### src/rtl/dbg_link_pkg.sv
package dbg_link_pkg;
  localparam int BYTE_W  = 8;
  localparam int MAX_OPS = 3;
  localparam int OPS_W   = BYTE_W * MAX_OPS;
  localparam int QUEUE_W = BYTE_W * (MAX_OPS + 1);
  localparam int BIT_W   = $clog2(BYTE_W);
  localparam int CNT_W   = $clog2(MAX_OPS + 3);
  localparam logic [BYTE_W-1:0] HDR_BASE = 8'h54;

  typedef enum logic [1:0] {
    ST_IDLE = 2'd0,
    ST_HIGH = 2'd1,
    ST_LOW  = 2'd2
  } link_state_t;

  typedef struct packed {
    logic capture;
    logic shiftOut;
    logic sampleIn;
  } dp_strobe_t;
endpackage

### src/rtl/dbg_link_ctrl.sv
module dbg_link_ctrl
  import dbg_link_pkg::*;
#(
  parameter int HALF_CYCLES = 2
) (
  input  logic       clk,
  input  logic       rstN,
  input  logic       reqValid,
  input  logic [1:0] reqKind,
  input  logic [1:0] reqLen,
  output logic       reqReady,
  output logic       busy,
  output logic       linkClk,
  output logic       linkDataOe,
  output logic       doneValid,
  output dp_strobe_t strobe
);
  localparam int DIV_W = (HALF_CYCLES > 1) ? $clog2(HALF_CYCLES) : 1;
  localparam logic [DIV_W-1:0] DIV_LAST = DIV_W'(HALF_CYCLES - 1);
  localparam logic [BIT_W-1:0] BIT_LAST = BIT_W'(BYTE_W - 1);

  link_state_t      state;
  logic [DIV_W-1:0] divCnt;
  logic [BIT_W-1:0] bitCnt;
  logic [CNT_W-1:0] byteIdx;
  logic [CNT_W-1:0] txBytes;
  logic [CNT_W-1:0] totalBytes;
  logic             doneQ;

  logic accept, txNow, phaseEnd, lastBit, lastByte;

  always_comb begin
    accept   = reqValid && (state == ST_IDLE);
    txNow    = byteIdx < txBytes;
    phaseEnd = divCnt == DIV_LAST;
    lastBit  = bitCnt == BIT_LAST;
    lastByte = byteIdx == (totalBytes - CNT_W'(1));
  end

  always_ff @(posedge clk) begin
    if (!rstN) begin
      state      <= ST_IDLE;
      divCnt     <= '0;
      bitCnt     <= '0;
      byteIdx    <= '0;
      txBytes    <= '0;
      totalBytes <= '0;
      doneQ      <= 1'b0;
    end else begin
      doneQ <= 1'b0;
      unique case (state)
        ST_IDLE: begin
          if (accept) begin
            state   <= ST_HIGH;
            divCnt  <= '0;
            bitCnt  <= '0;
            byteIdx <= '0;
            if (reqKind[1]) begin
              txBytes    <= CNT_W'(reqLen) + CNT_W'(1);
              totalBytes <= CNT_W'(reqLen) + CNT_W'(2);
            end else begin
              txBytes    <= reqKind[0] ? CNT_W'(0) : CNT_W'(1);
              totalBytes <= CNT_W'(1);
            end
          end
        end
        ST_HIGH: begin
          if (phaseEnd) begin
            state  <= ST_LOW;
            divCnt <= '0;
          end else begin
            divCnt <= divCnt + DIV_W'(1);
          end
        end
        ST_LOW: begin
          if (phaseEnd) begin
            divCnt <= '0;
            bitCnt <= bitCnt + BIT_W'(1);
            if (lastBit && lastByte) begin
              state <= ST_IDLE;
              doneQ <= 1'b1;
            end else begin
              state <= ST_HIGH;
              if (lastBit) byteIdx <= byteIdx + CNT_W'(1);
            end
          end else begin
            divCnt <= divCnt + DIV_W'(1);
          end
        end
        default: state <= ST_IDLE;
      endcase
    end
  end

  always_comb begin
    strobe.capture  = accept;
    strobe.shiftOut = (state == ST_LOW) && phaseEnd && txNow;
    strobe.sampleIn = (state == ST_HIGH) && phaseEnd && !txNow;
    reqReady        = state == ST_IDLE;
    busy            = state != ST_IDLE;
    linkClk         = state != ST_LOW;
    linkDataOe      = (state != ST_IDLE) && txNow;
    doneValid       = doneQ;
  end
endmodule

### src/rtl/dbg_link_dp.sv
module dbg_link_dp
  import dbg_link_pkg::*;
(
  input  logic              clk,
  input  logic              rstN,
  input  dp_strobe_t        strobe,
  input  logic [1:0]        reqKind,
  input  logic [1:0]        reqLen,
  input  logic [OPS_W-1:0]  reqOperands,
  input  logic              linkDataIn,
  output logic              linkDataOut,
  output logic [BYTE_W-1:0] rxByte
);
  logic [QUEUE_W-1:0] txQueue;
  logic [OPS_W-1:0]   opsOrdered;
  logic [BYTE_W-1:0]  header;

  // first operand ends up nearest the top of the queue
  always_comb begin
    opsOrdered = '0;
    for (int k = 0; k < MAX_OPS; k++) begin
      opsOrdered[OPS_W-1-k*BYTE_W -: BYTE_W] = reqOperands[k*BYTE_W +: BYTE_W];
    end
    header = HDR_BASE | BYTE_W'(reqLen);
  end

  always_ff @(posedge clk) begin
    if (!rstN) begin
      txQueue <= '0;
      rxByte  <= '0;
    end else if (strobe.capture) begin
      rxByte <= '0;
      if (reqKind[1]) txQueue <= {header, opsOrdered};
      else            txQueue <= {reqOperands[BYTE_W-1:0], {(QUEUE_W-BYTE_W){1'b0}}};
    end else begin
      if (strobe.shiftOut) txQueue <= {txQueue[QUEUE_W-2:0], 1'b0};
      if (strobe.sampleIn) rxByte  <= {rxByte[BYTE_W-2:0], linkDataIn};
    end
  end

  assign linkDataOut = txQueue[QUEUE_W-1];
endmodule

### src/rtl/dbg_link_shifter.sv
module dbg_link_shifter
  import dbg_link_pkg::*;
#(
  parameter int HALF_CYCLES = 2
) (
  input  logic        clk,
  input  logic        rstN,
  input  logic        reqValid,
  output logic        reqReady,
  input  logic [1:0]  reqKind,
  input  logic [1:0]  reqLen,
  input  logic [23:0] reqOperands,
  output logic        busy,
  output logic        doneValid,
  output logic [7:0]  doneData,
  output logic        linkClk,
  output logic        linkDataOut,
  output logic        linkDataOe,
  input  logic        linkDataIn
);
  dp_strobe_t strobe;

  dbg_link_ctrl #(.HALF_CYCLES(HALF_CYCLES)) ctrl_i (
    .clk(clk), .rstN(rstN), .reqValid(reqValid), .reqKind(reqKind),
    .reqLen(reqLen), .reqReady(reqReady), .busy(busy), .linkClk(linkClk),
    .linkDataOe(linkDataOe), .doneValid(doneValid), .strobe(strobe)
  );

  dbg_link_dp dp_i (
    .clk(clk), .rstN(rstN), .strobe(strobe), .reqKind(reqKind),
    .reqLen(reqLen), .reqOperands(reqOperands), .linkDataIn(linkDataIn),
    .linkDataOut(linkDataOut), .rxByte(doneData)
  );
endmodule

### config.mk
export PLATFORM = sky130hd
export DESIGN_NAME = dbg_link_shifter
export DESIGN_NICKNAME = d
export VERILOG_FILES = /design/src/rtl/dbg_link_pkg.sv /design/src/rtl/dbg_link_ctrl.sv /design/src/rtl/dbg_link_dp.sv /design/src/rtl/dbg_link_shifter.sv
export SDC_FILE = /design/constraint.sdc
export NUM_CORES = 1
export LEC_CHECK = 0
export BUFFER_PORTS_ARGS = -buffer_cell sky130_fd_sc_hd__buf_4
export CAP_MARGIN = 20
export CORE_MARGIN = 2
export CORE_UTILIZATION = 56
export DETAILED_ROUTE_END_ITERATION = 7
export PLACE_DENSITY = 0.79
export SETUP_SLACK_MARGIN = 0.4
export SLEW_MARGIN = 20
export SYNTH_ARGS = -nofsm -noshare
export SYNTH_HDL_FRONTEND = slang
export SYNTH_HIERARCHICAL = 1
export SYNTH_SLANG_ARGS = --single-unit
export TNS_END_PERCENT = 5
### constraint.sdc
create_clock -name clk -period 2.4 [get_ports clk]
set_input_delay 0.12 -clock clk [delete_from_list [all_inputs] [get_ports clk]]
set_output_delay 0.12 -clock clk [all_outputs]
set_load 0.03 [all_outputs]
==> reports/qor.yml, run 1 <==
synth_top_family_by_area: "simple AND/OR/NAND/NOR gates"
vdd_drop_max_mv: 0.5213
cts.sinks: 56
slew_violations: 0
grt_max_degree: 49
synth_fa_ha_area_share_pct: 5.113
powerDensity_nw_per_um2: 715.2
yosys_warnings: 6
startpoint: "ctrl_i/byteIdx[1]"
synth_area_um2: 2937
core_um2: 5075
area_delta_synth_final_pct: 20.15
synthXorXnorAreaFrac_pct: 1.449
clock-skew-final_ns: 0.01267
rr_worst_depth: 9
critical_path_depth: 9
register_area_um2: 1126
timing.rr.start: "ctrl_i/byteIdx[1]"
root_buffer: "clkbuf_8"
io_buffers: 45
slew_headroom_pct: 69.02
p_clk_share_pct: 20.6
power_w: 0.002523
cts_inserted_buffers: 5
end_kind: "register"
synthSimpleGateAreaFrac_pct: 19.30
ys.flop_type: "dfxtp_1"
grt_usage_pct: 20.45
crit_type: "reg -> reg"
required_ns: 2.62
fin_util_pct: 69.53
antenna_found_initial: 0
core.rowCount: 26
fillCellCount: 412
synthTopCellsByArea: "dfxtp_1 38%, mux2i_1 14%, and2_1 5.5%, ha_1 5.1%, nand3_1 4.8%"
grt_pass1_wl_um: 10030
synth_top_area_share_pct: 38.18
final_period_minus_worst_setup_slack_ns: 2.017
layout.nets: 404
critPathBufInv: 2
synthArstFlopShare_pct: 0
rsz0062_at_grt: "true"
setup_tns_ns: 0
antenna_cells: 0
postRouteAntennaNets: 0
layout_common_cells: "54 x dfxtp_1, 54 x buf_4, 41 x mux2i_1"
synth.distinct_cells: 45
gp_congestion: 0.7753
die_w_um: 76.42
drt_wl_total_um: 6141
crit_end: "dp_i/txQueue[8]"
setup_viol: 0
clockBufferDepth: 2
synth-seq-area-share_pct: 38.18
ioPinCount: 46
die_h_um: 76.42
critPathLaunchType: "register"
cp.arrival_ns: 2.24
clk_latency_ns: 0.31
ctsHoldBuffers: 0
hp-class: "in -> reg"
finalHoldViolCount: 0
viasPerCell: 5.492
path_delay_family: "compound AO/OA/AOI/OAI gates"
intPower_w: 0.001608
drv_cap: 0
synth_edf_count: 0
yosys.area.top_type: "dfxtp_1"
drive_gt1_share_pct: 23.55
r2r_slack_ns: 0.38
worst_slew_pin_slew_ns: 0.4647
path_cells: "ha_1 > a21o_1 > a21o_1 > nor2_4 > buf_6 > buf_16 > mux2i_1 > o21ai_1 > and2_1"
timing.final.crit_share_pct: 84.04
wire_per_inst_um: 14.25
status: "finished clean"
syn_area_per_cell_um2: 9.382
start_util_pct: 57.86
dr_total_vias: 2367
synthCells: 313
reg2reg_to: "dp_i/txQueue[8]"
dpl.hpwl_um: 3954
tritoncts: "built"
clkTransAtPathRegs_ns: 0.11
synthMuxAreaShare_pct: 15.34
dr.pass1.iters: 4
htreeDepth: 2
ys_ff_latch: 56
crit_fanout: 5
die_area_um2: 5839
p_switching_w: 0.0009159
slowest_delay_ns: 0.36
p_leak_nw: 1.345
drtIter0Drc: 187
fin_hold_ws_ns: 0.06017
clock.fmax_mhz: 495.8
slowest_stage: "dfxtp_4"
synth_compound_area_share_pct: 13.34
grt_pass1_vias: 2162
seq_power_share_pct: 44.8
synth_nets: 357
multiInputGateArea_um2: 1630
grt_overflow: 0
drc_errors: 0
cp_common_cell: "a21o_1"
combPwrFrac_pct: 34.6
switching_share_pct: 36.30
==> power by group through the flow <==
| stage | combinational, W | sequential (W) | clock, W |
|---|---|---|---|
| final | 0.000874 | 0.00113 | 0.000520 |
| after global routing | 0.000964 | 0.00115 | 0.000565 |
| after CTS | 0.000855 | 0.00113 | 0.000539 |
| after detailed placement | 0.000844 | 0.00115 | 0 |
| after global placement | 0.000827 | 0.00114 | 0 |
| after floorplan | 0.000691 | 0.00112 | 0 |
==> registers in the layout, indices dropped and copies added (netlist names) <==
| signal | cells |
|---|---|
| ctrl_i/bitCnt | 3 |
| ctrl_i/divCnt | 1 |
| ctrl_i/txBytes | 3 |
| dp_i/rxByte | 8 |
| ctrl_i/state | 2 |
| ctrl_i/byteIdx | 3 |
| ctrl_i/doneValid | 1 |
| ctrl_i/totalBytes | 3 |
| dp_i/txQueue | 32 |
==> worst min-delay path, cell delays in order <==
cell and delay (ns):
buf_4 0.08, mux2i_1 0.05, nor2_1 0.08
==> kinds of logic after synthesis <==
logic type | after synthesis
multiplexers | 44
AO/OA/AOI/OAI | 61
adder cells (fa/ha/maj) | 12
flip-flops | 56
AND/OR/NAND/NOR | 104
XOR/XNOR | 3
buffers and inverters | 33
==> Yosys cell counts, drive strengths merged (2+ instances only) <==
library cell,number
dfxtp,56
mux2i,42
o21ai,31
nand3,28
and2,26
nand2,16
buf,12
ha,12
inv,11
nor2,11
clkbuf,9
a21boi,7
nand3b,6
nor2b,6
o22ai,5
a21oi,4
and3,3
nand2b,3
a21o,2
a22oi,2
mux2,2
nor3b,2
o221a,2
o311a,2
o31ai,2
xnor2,2
==> how the worst min path moves through the flow <==
stage                     cells past startpoint  slack (ns)           endpoint            from
after floorplan                               2        0.26  ctrl_i/byteIdx[2]            rstN
after global placement                        3        0.36     dp_i/rxByte[0]      linkDataIn
after detailed placement                      3        0.37     dp_i/rxByte[0]      linkDataIn
after CTS                                     3        0.05     dp_i/rxByte[0]      linkDataIn
after global routing                          2        0.07   dp_i/txQueue[30]  reqOperands[6]
final                                         3        0.06     dp_i/rxByte[0]      linkDataIn
==> through the flow <==
step	cells	instance area [µm²]	setup WS, ns
2_1_floorplan	313	2937	0.4725
3_3_place_gp	411	3244	0.4248
3_5_place_dp	411	3244	0.3693
4_1_cts	423	3396	0.4030
5_1_grt	431	3528	0.2901
6_report	431	3528	0.3830
==> per-layer routing <==
layer | up-vias | GRT usage [%] | wire length (µm) | part of all wire [%]
li1 | 1198 | - | - | -
met1 | 1123 | 26.62 | 2817 | 46
met2 | 41 | 34.96 | 3004 | 49
met3 | 5 | 4.384 | 267 | 4.3
met4 | 0 | 4.364 | 52 | 0.85
met5 | - | 0 | 0 | 0
==> final cells by class <==
| class | instances | share of cell area (%) |
|---|---|---|
| Timing Repair Buffer | 61 | 15.46 |
| Multi-Input combinational cell | 224 | 46.21 |
| Clock inverter | 3 | 0.6738 |
| Inverter | 12 | 1.312 |
| Sequential cell | 56 | 31.91 |
| Clock buffer | 5 | 1.950 |
| Tap cell | 70 | 2.482 |
==> repair_timing <==
item / in CTS / in global routing
setup endpoints to repair: 23 / 32
resized for setup: 2 / 9
buffers inserted: 3 / 6
gates cloned: 1 / 2
pin swaps: 1 / 2
No activity file was read; power rests on OpenSTA's default activity.
==> run 2: changes to the inputs <==
- clock period: 2.4 -> 2.1 ns (I/O delays scaled with it)
==> reports/qor.yml, run 2 (synthesis gave the netlist of run 1 again) <==
status: "finished clean"
grt_overflow: 0  # unchanged
dr_total_vias: 2373  # +0.25%
clk_latency_ns: 0.32  # about the same
finalHoldViolCount: 0  # unchanged
crit_fanout: 5  # unchanged
tritoncts: "built"
dp_slack_ns: 0.1197  # -0.2495 ns
core.rowCount: 26  # unchanged
powerDensity_nw_per_um2: 853.3  # +19%
clock-skew-final_ns: 0.006659  # -0.006014 ns
final_period_minus_worst_setup_slack_ns: 1.912  # -0.1050 ns
drive_gt1_share_pct: 23.68  # +0.13 points
die_area_um2: 5839  # unchanged
dpl.hpwl_um: 4173  # +5.6%
reg2reg_to: "dp_i/txQueue[28]"
crit_end: "dp_i/txQueue[28]"
cts.sinks: 56  # unchanged
layout_common_cells: "53 x dfxtp_1, 52 x buf_4, 41 x mux2i_1"
crit_type: "reg -> reg"
gp_congestion: 0.8476  # +9.3%
antenna_cells: 0  # unchanged
postRouteAntennaNets: 0  # unchanged
timing.rr.start: "ctrl_i/byteIdx[0]"
die_h_um: 76.42  # unchanged
start_util_pct: 57.86  # unchanged
grt_pass1_vias: 2281  # +5.5%
clock.fmax_mhz: 523.0  # +5.5%
antenna_found_initial: 0  # unchanged
r2r_slack_ns: 0.19  # -0.19 ns
grt_pass1_wl_um: 10450  # +4.1%
wire_per_inst_um: 14.80  # +3.9%
layout.nets: 402  # -0.50%
worst_slack_ns: 0.1880  # -0.1950 ns
reg.largest.list: "dp_i/txQueue x32, dp_i/rxByte x8"
top_register: "dp_i/txQueue"
drc_errors: 0  # unchanged
startpoint: "ctrl_i/byteIdx[0]"
drv_cap: 0  # unchanged
clkTransAtPathRegs_ns: 0.10  # about the same
required_ns: 2.32  # -0.30 ns
die_w_um: 76.42  # unchanged
drtIter0Drc: 133  # -29%
end_kind: "register"
timing.final.crit_share_pct: 91.05  # +7.0 points
viasPerCell: 5.531  # +0.72%
largest_register_ffs: 32  # unchanged
cp.arrival_ns: 2.13  # -0.11 ns
setup_viol: 0  # unchanged
clockBufferDepth: 2  # unchanged
dr.pass1.iters: 4  # unchanged
hp-class: "in -> reg"
final_common_cell: "dfxtp_1"
drt_wl_total_um: 6349  # +3.4%
core_um2: 5075  # unchanged
rr_worst_depth: 8  # -1
setup_tns_ns: 0  # unchanged
root_buffer: "clkbuf_8"
p_leak_nw: 1.339  # -0.45%
cts_inserted_buffers: 5  # unchanged
grt_usage_pct: 21.66  # +1.2 points
vdd_drop_max_mv: 0.6290  # +21%
rsz0062_at_grt: "true"
fillCellCount: 417  # +1.2%
worst_slew_pin_slew_ns: 0.4030  # -0.06175 ns
critPathLaunchType: "register"
io_buffers: 45  # unchanged
grt_max_degree: 49  # unchanged
area_delta_synth_final_pct: 20.24  # about the same
htreeDepth: 2  # unchanged
ioPinCount: 46  # unchanged
slew_violations: 0  # unchanged
slew_headroom_pct: 73.14  # +4.1 points
## run 2: cell count changes in the layout (fill, tap and decap cells not counted), moves of 2 or more
cell	change
buf_12	+2
buf_4	-2
dfxtp_2	+2
ha_2	-2
ha_4	+2
## run 2: metrics by stage
stage	hold WS (ns)	utilization [%]	instance area [µm²]	total power, W	std cells
6_report	0.01716	69.58	3531	0.003013	429
5_1_grt	0.04897	69.58	3531	0.003180	429
4_1_cts	0.01568	67.73	3437	0.002967	426
3_5_place_dp	0.3516	64.84	3291	0.002333	415
3_3_place_gp	0.3446	64.84	3291	0.002306	415
2_1_floorplan	0.2460	-	2942	0.002072	313
## run 2: layer usage
metal	track usage [%]	up-vias	wire, µm
met5	0	-	0
met4	6.182	0	59
met3	5.569	6	306
met2	36.64	56	3060
met1	27.30	1126	2922
li1	-	1185	-
## run 2: worst min path at each step
stage | startpoint | endpoint | slack [ns] | cells past startpoint
2_1_floorplan | rstN | ctrl_i/byteIdx[2] | 0.25 | 2
3_3_place_gp | linkDataIn | dp_i/rxByte[0] | 0.34 | 3
3_5_place_dp | linkDataIn | dp_i/rxByte[0] | 0.35 | 3
4_1_cts | linkDataIn | dp_i/rxByte[0] | 0.02 | 3
5_1_grt | linkDataIn | dp_i/rxByte[0] | 0.05 | 3
6_report | linkDataIn | dp_i/rxByte[0] | 0.02 | 3
## run 2: final cells by class
type / instances / area [µm²] / share of cell area [%]
well taps: 70 / 87.58 / 2.481
flip-flops and latches: 56 / 1125 / 31.86
clock inverters: 1 / 7.507 / 0.2126
repair buffers: 59 / 531.8 / 15.06
inverters: 12 / 46.29 / 1.311
clock buffers: 7 / 86.33 / 2.445
multi-input cells: 224 / 1647 / 46.63
## run 2: timing repair
action,4_1_cts,5_1_grt
hold buffers,0,0
buffers inserted,3,1
pin swaps,4,4
resized for setup,4,5
gates cloned,0,2
endpoints found under the setup margin,44,50
## run 2: where the power goes
| group | switching, W | leakage (nW) | internal [W] | total, W |
|---|---|---|---|---|
| Sequential | 0.0000902 | 0.457 | 0.00119 | 0.00128 |
| Combinational | 0.000633 | 0.837 | 0.000471 | 0.00110 |
| Clock | 0.000364 | 0.0445 | 0.000269 | 0.000633 |
| Total | 0.00109 | 1.34 | 0.00193 | 0.00301 |
## run 2: worst max-delay path: stages, from the launching register on
cell and delay [ns]:
dfxtp_1 0.38, nand2b_1 0.18, a21o_1 0.19, a21o_1 0.18
nor2_4 0.10, buf_12 0.14, buf_12 0.11, mux2_4 0.29
o221a_1 0.23
==> run 3: changes to the inputs <==
- ABC_AREA: default -> 1
- CORE_UTILIZATION: 56 -> 55
- PLACE_DENSITY: 0.79 -> 0.78
==> reports/qor.yml, run 3 <==
status: "finished clean"
clock.fmax_mhz: 536.0  # +2.5%
min_path_cells: 3  # unchanged
start_util_pct: 56.95  # -0.91 points
clockBufferDepth: 2  # unchanged
setup_tns_ns: 0  # unchanged
synth_most_common_cell: "nand2_1"
gr-usage-met2_pct: 39.48  # +2.8 points
ioPinCount: 46  # unchanged
worst_slew_pin_slew_ns: 0.3648  # -0.03812 ns
end_kind: "register"
rr_worst_depth: 12  # +4
layout_common_cells: "74 x nand2_1, 55 x buf_4, 52 x dfxtp_1"
io_buffers: 45  # unchanged
p_leak_nw: 1.387  # +3.6%
vdd_drop_max_mv: 1.053  # +67%
critPathLaunchType: "register"
gp_congestion: 0.8614  # +1.6%
syn_area_per_cell_um2: 7.452  # -21%
clk_latency_ns: 0.31  # about the same
grt.busiest_layer: "met2"
postRouteAntennaNets: 0  # unchanged
yosys.area.top_type: "dfxtp_1"
yosys-top-cells-count: "75 x nand2_1, 57 x o21ai_0, 56 x dfxtp_1, 50 x a21oi_1, 23 x inv_1"
grt_overflow: 0  # unchanged
ctsHoldBuffers: 0  # unchanged
synthArstFlopShare_pct: 0  # unchanged
synthCells: 361  # +15%
synth_edf_count: 0  # unchanged
cp.arrival_ns: 2.12  # about the same
slew_headroom_pct: 75.65  # +2.5 points
grt_pass1_vias: 2296  # +0.66%
synth_area_um2: 2690  # -8.4%
core_um2: 4723  # -6.9%
final_common_cell: "nand2_1"
clock-skew-final_ns: 0.006320  # -0.0003387 ns
viasPerCell: 5.305  # -4.1%
root_buffer: "clkbuf_8"
top_register: "dp_i/txQueue"
ys.flop_type: "dfxtp_1"
timing.final.crit_share_pct: 88.84  # -2.2 points
dpl.hpwl_um: 3968  # -4.9%
htreeDepth: 2  # unchanged
drtIter0Drc: 197  # +48%
grt_usage_pct: 22.64  # +0.98 points
synth_nets: 405  # +13%
dr.pass1.iters: 4  # unchanged
antenna_cells: 0  # unchanged
synth.distinct_cells: 30  # -33%
dr_total_vias: 2525  # +6.4%
finalHoldViolCount: 0  # unchanged
die_area_um2: 5466  # -6.4%
final_period_minus_worst_setup_slack_ns: 1.866  # -0.04625 ns
cts_inserted_buffers: 5  # unchanged
slew_violations: 0  # unchanged
yosys_warnings: 6  # unchanged
use_met3_pct: 3.117  # -2.5 points
synthTopCellsByArea: "dfxtp_1 42%, o21ai_0 11%, nand2_1 10%, a21oi_1 9.3%, ha_1 5.6%"
drv_cap: 0  # unchanged
reg.largest.list: "dp_i/txQueue x32, dp_i/rxByte x8"
antenna_found_initial: 0  # unchanged
synth-seq-area-share_pct: 41.67  # +3.5 points
ys_ff_latch: 56  # unchanged
drt_wl_total_um: 6080  # -4.2%
crit_type: "reg -> reg"
synth_top_area_share_pct: 41.67  # +3.5 points
setup_viol: 0  # unchanged
largest_register_ffs: 32  # unchanged
rsz0062_at_grt: "true"
die_w_um: 73.94  # -3.2%
tritoncts: "built"
drive_gt1_share_pct: 24.21  # +0.53 points
hp-class: "in -> reg"
clkTransAtPathRegs_ns: 0.10  # about the same
die_h_um: 73.94  # -3.2%
area_delta_synth_final_pct: 22.05
drc_errors: 0  # unchanged
powerDensity_nw_per_um2: 1197  # +40%
fin_hold_ws_ns: 0.03955  # +0.02239 ns
cts.sinks: 56  # unchanged
core.rowCount: 25  # -3.8%
crit_fanout: 17  # +12
wire_per_inst_um: 12.77  # -14%
grt_pass1_wl_um: 9804  # -6.1%
grt_max_degree: 40  # -18%
layout.nets: 452  # +12%
met1_usage_pct: 29.27  # +2.0 points
required_ns: 2.36  # +0.04 ns
-- run 3: cell types whose count changed in the layout (fill, tap and decap cells not counted), sizes merged, moves of 5 or more --
cell and delta:
o21ai +32, mux2i -42, nor2b -6, a21boi -7, inv +21, and2 -26
nand3 -14, o22ai -5, nor2 +6, nand2 +65, a21oi +48, nand3b -6
-- run 3: power by group --
group          internal [W]  total (W)  switching (W)
sequential          0.00131    0.00145       0.000142
combinational      0.000694    0.00177        0.00108
clock              0.000361   0.000710       0.000349
-- run 3: critical path: stages, from the launching register on --
cell	delay (ns)
dfxtp_4	0.36
ha_4	0.24
nand2_2	0.06
inv_2	0.03
a221oi_2	0.26
inv_1	0.09
nor2_1	0.13
inv_2	0.14
nand2_4	0.22
nor2_1	0.07
nor2_1	0.10
nand2_1	0.06
inv_1	0.04
-- run 3: worst paths after layout --
check | start | end | slack, ns
setup / recovery | ctrl_i/byteIdx[2] | dp_i/txQueue[24] | 0.23
hold / removal | reqOperands[14] | dp_i/txQueue[14] | 0.04
setup reg to reg | ctrl_i/byteIdx[2] | dp_i/txQueue[24] | 0.23
hold reg to reg | ctrl_i/bitCnt[2] | ctrl_i/bitCnt[2] | 0.48
-- run 3: final cells by class --
type                       count  area [µm²]
clock buffer                   6       72.57
clock inverter                 2       38.79
fill                         404        1440
inverter                      31       126.4
multi-input combinational    256        1378
sequential                    56        1129
tap                           67       83.83
timing repair buffer          58       455.4
-- run 3: per-stage QoR --
step	total power [W]	instance area, µm²	setup slack, ns	util [%]	instances
CTS	0.003847	3246	0.3028	68.72	472
finish	0.003930	3283	0.2343	69.51	476
floorplan	0.002740	2713	0.3371	-	361
global placement	0.003019	3044	0.2360	64.45	460
detailed placement	0.003052	3044	0.1961	64.45	460
global route	0.004224	3283	0.1187	69.51	476
-- run 3: what timing repair did --
| action | 4_1_cts | 5_1_grt |
|---|---|---|
| setup buffers | 4 | 3 |
| pin swaps | 6 | 5 |
| resized for setup | 16 | 3 |
| gates cloned | 0 | 1 |
| setup endpoints to repair | 41 | 46 |
-- run 3: logic make-up after synthesis --
family | after synthesis | share of synthesized area [%]
AO/OA/AOI/OAI | 123 | 24.09
AND/OR/NAND/NOR | 118 | 18.79
flip-flops | 56 | 41.67
buffers and inverters | 50 | 9.209
adder cells (fa/ha/maj) | 12 | 5.581
XOR/XNOR | 2 | 0.6513
-- run 3: per-layer routing --
metal / vias up / routed length [µm]
met3: 5 / 233
met1: 1166 / 2807
li1: 1296 / -
met4: 0 / 60
met5: - / 0
met2: 58 / 2979
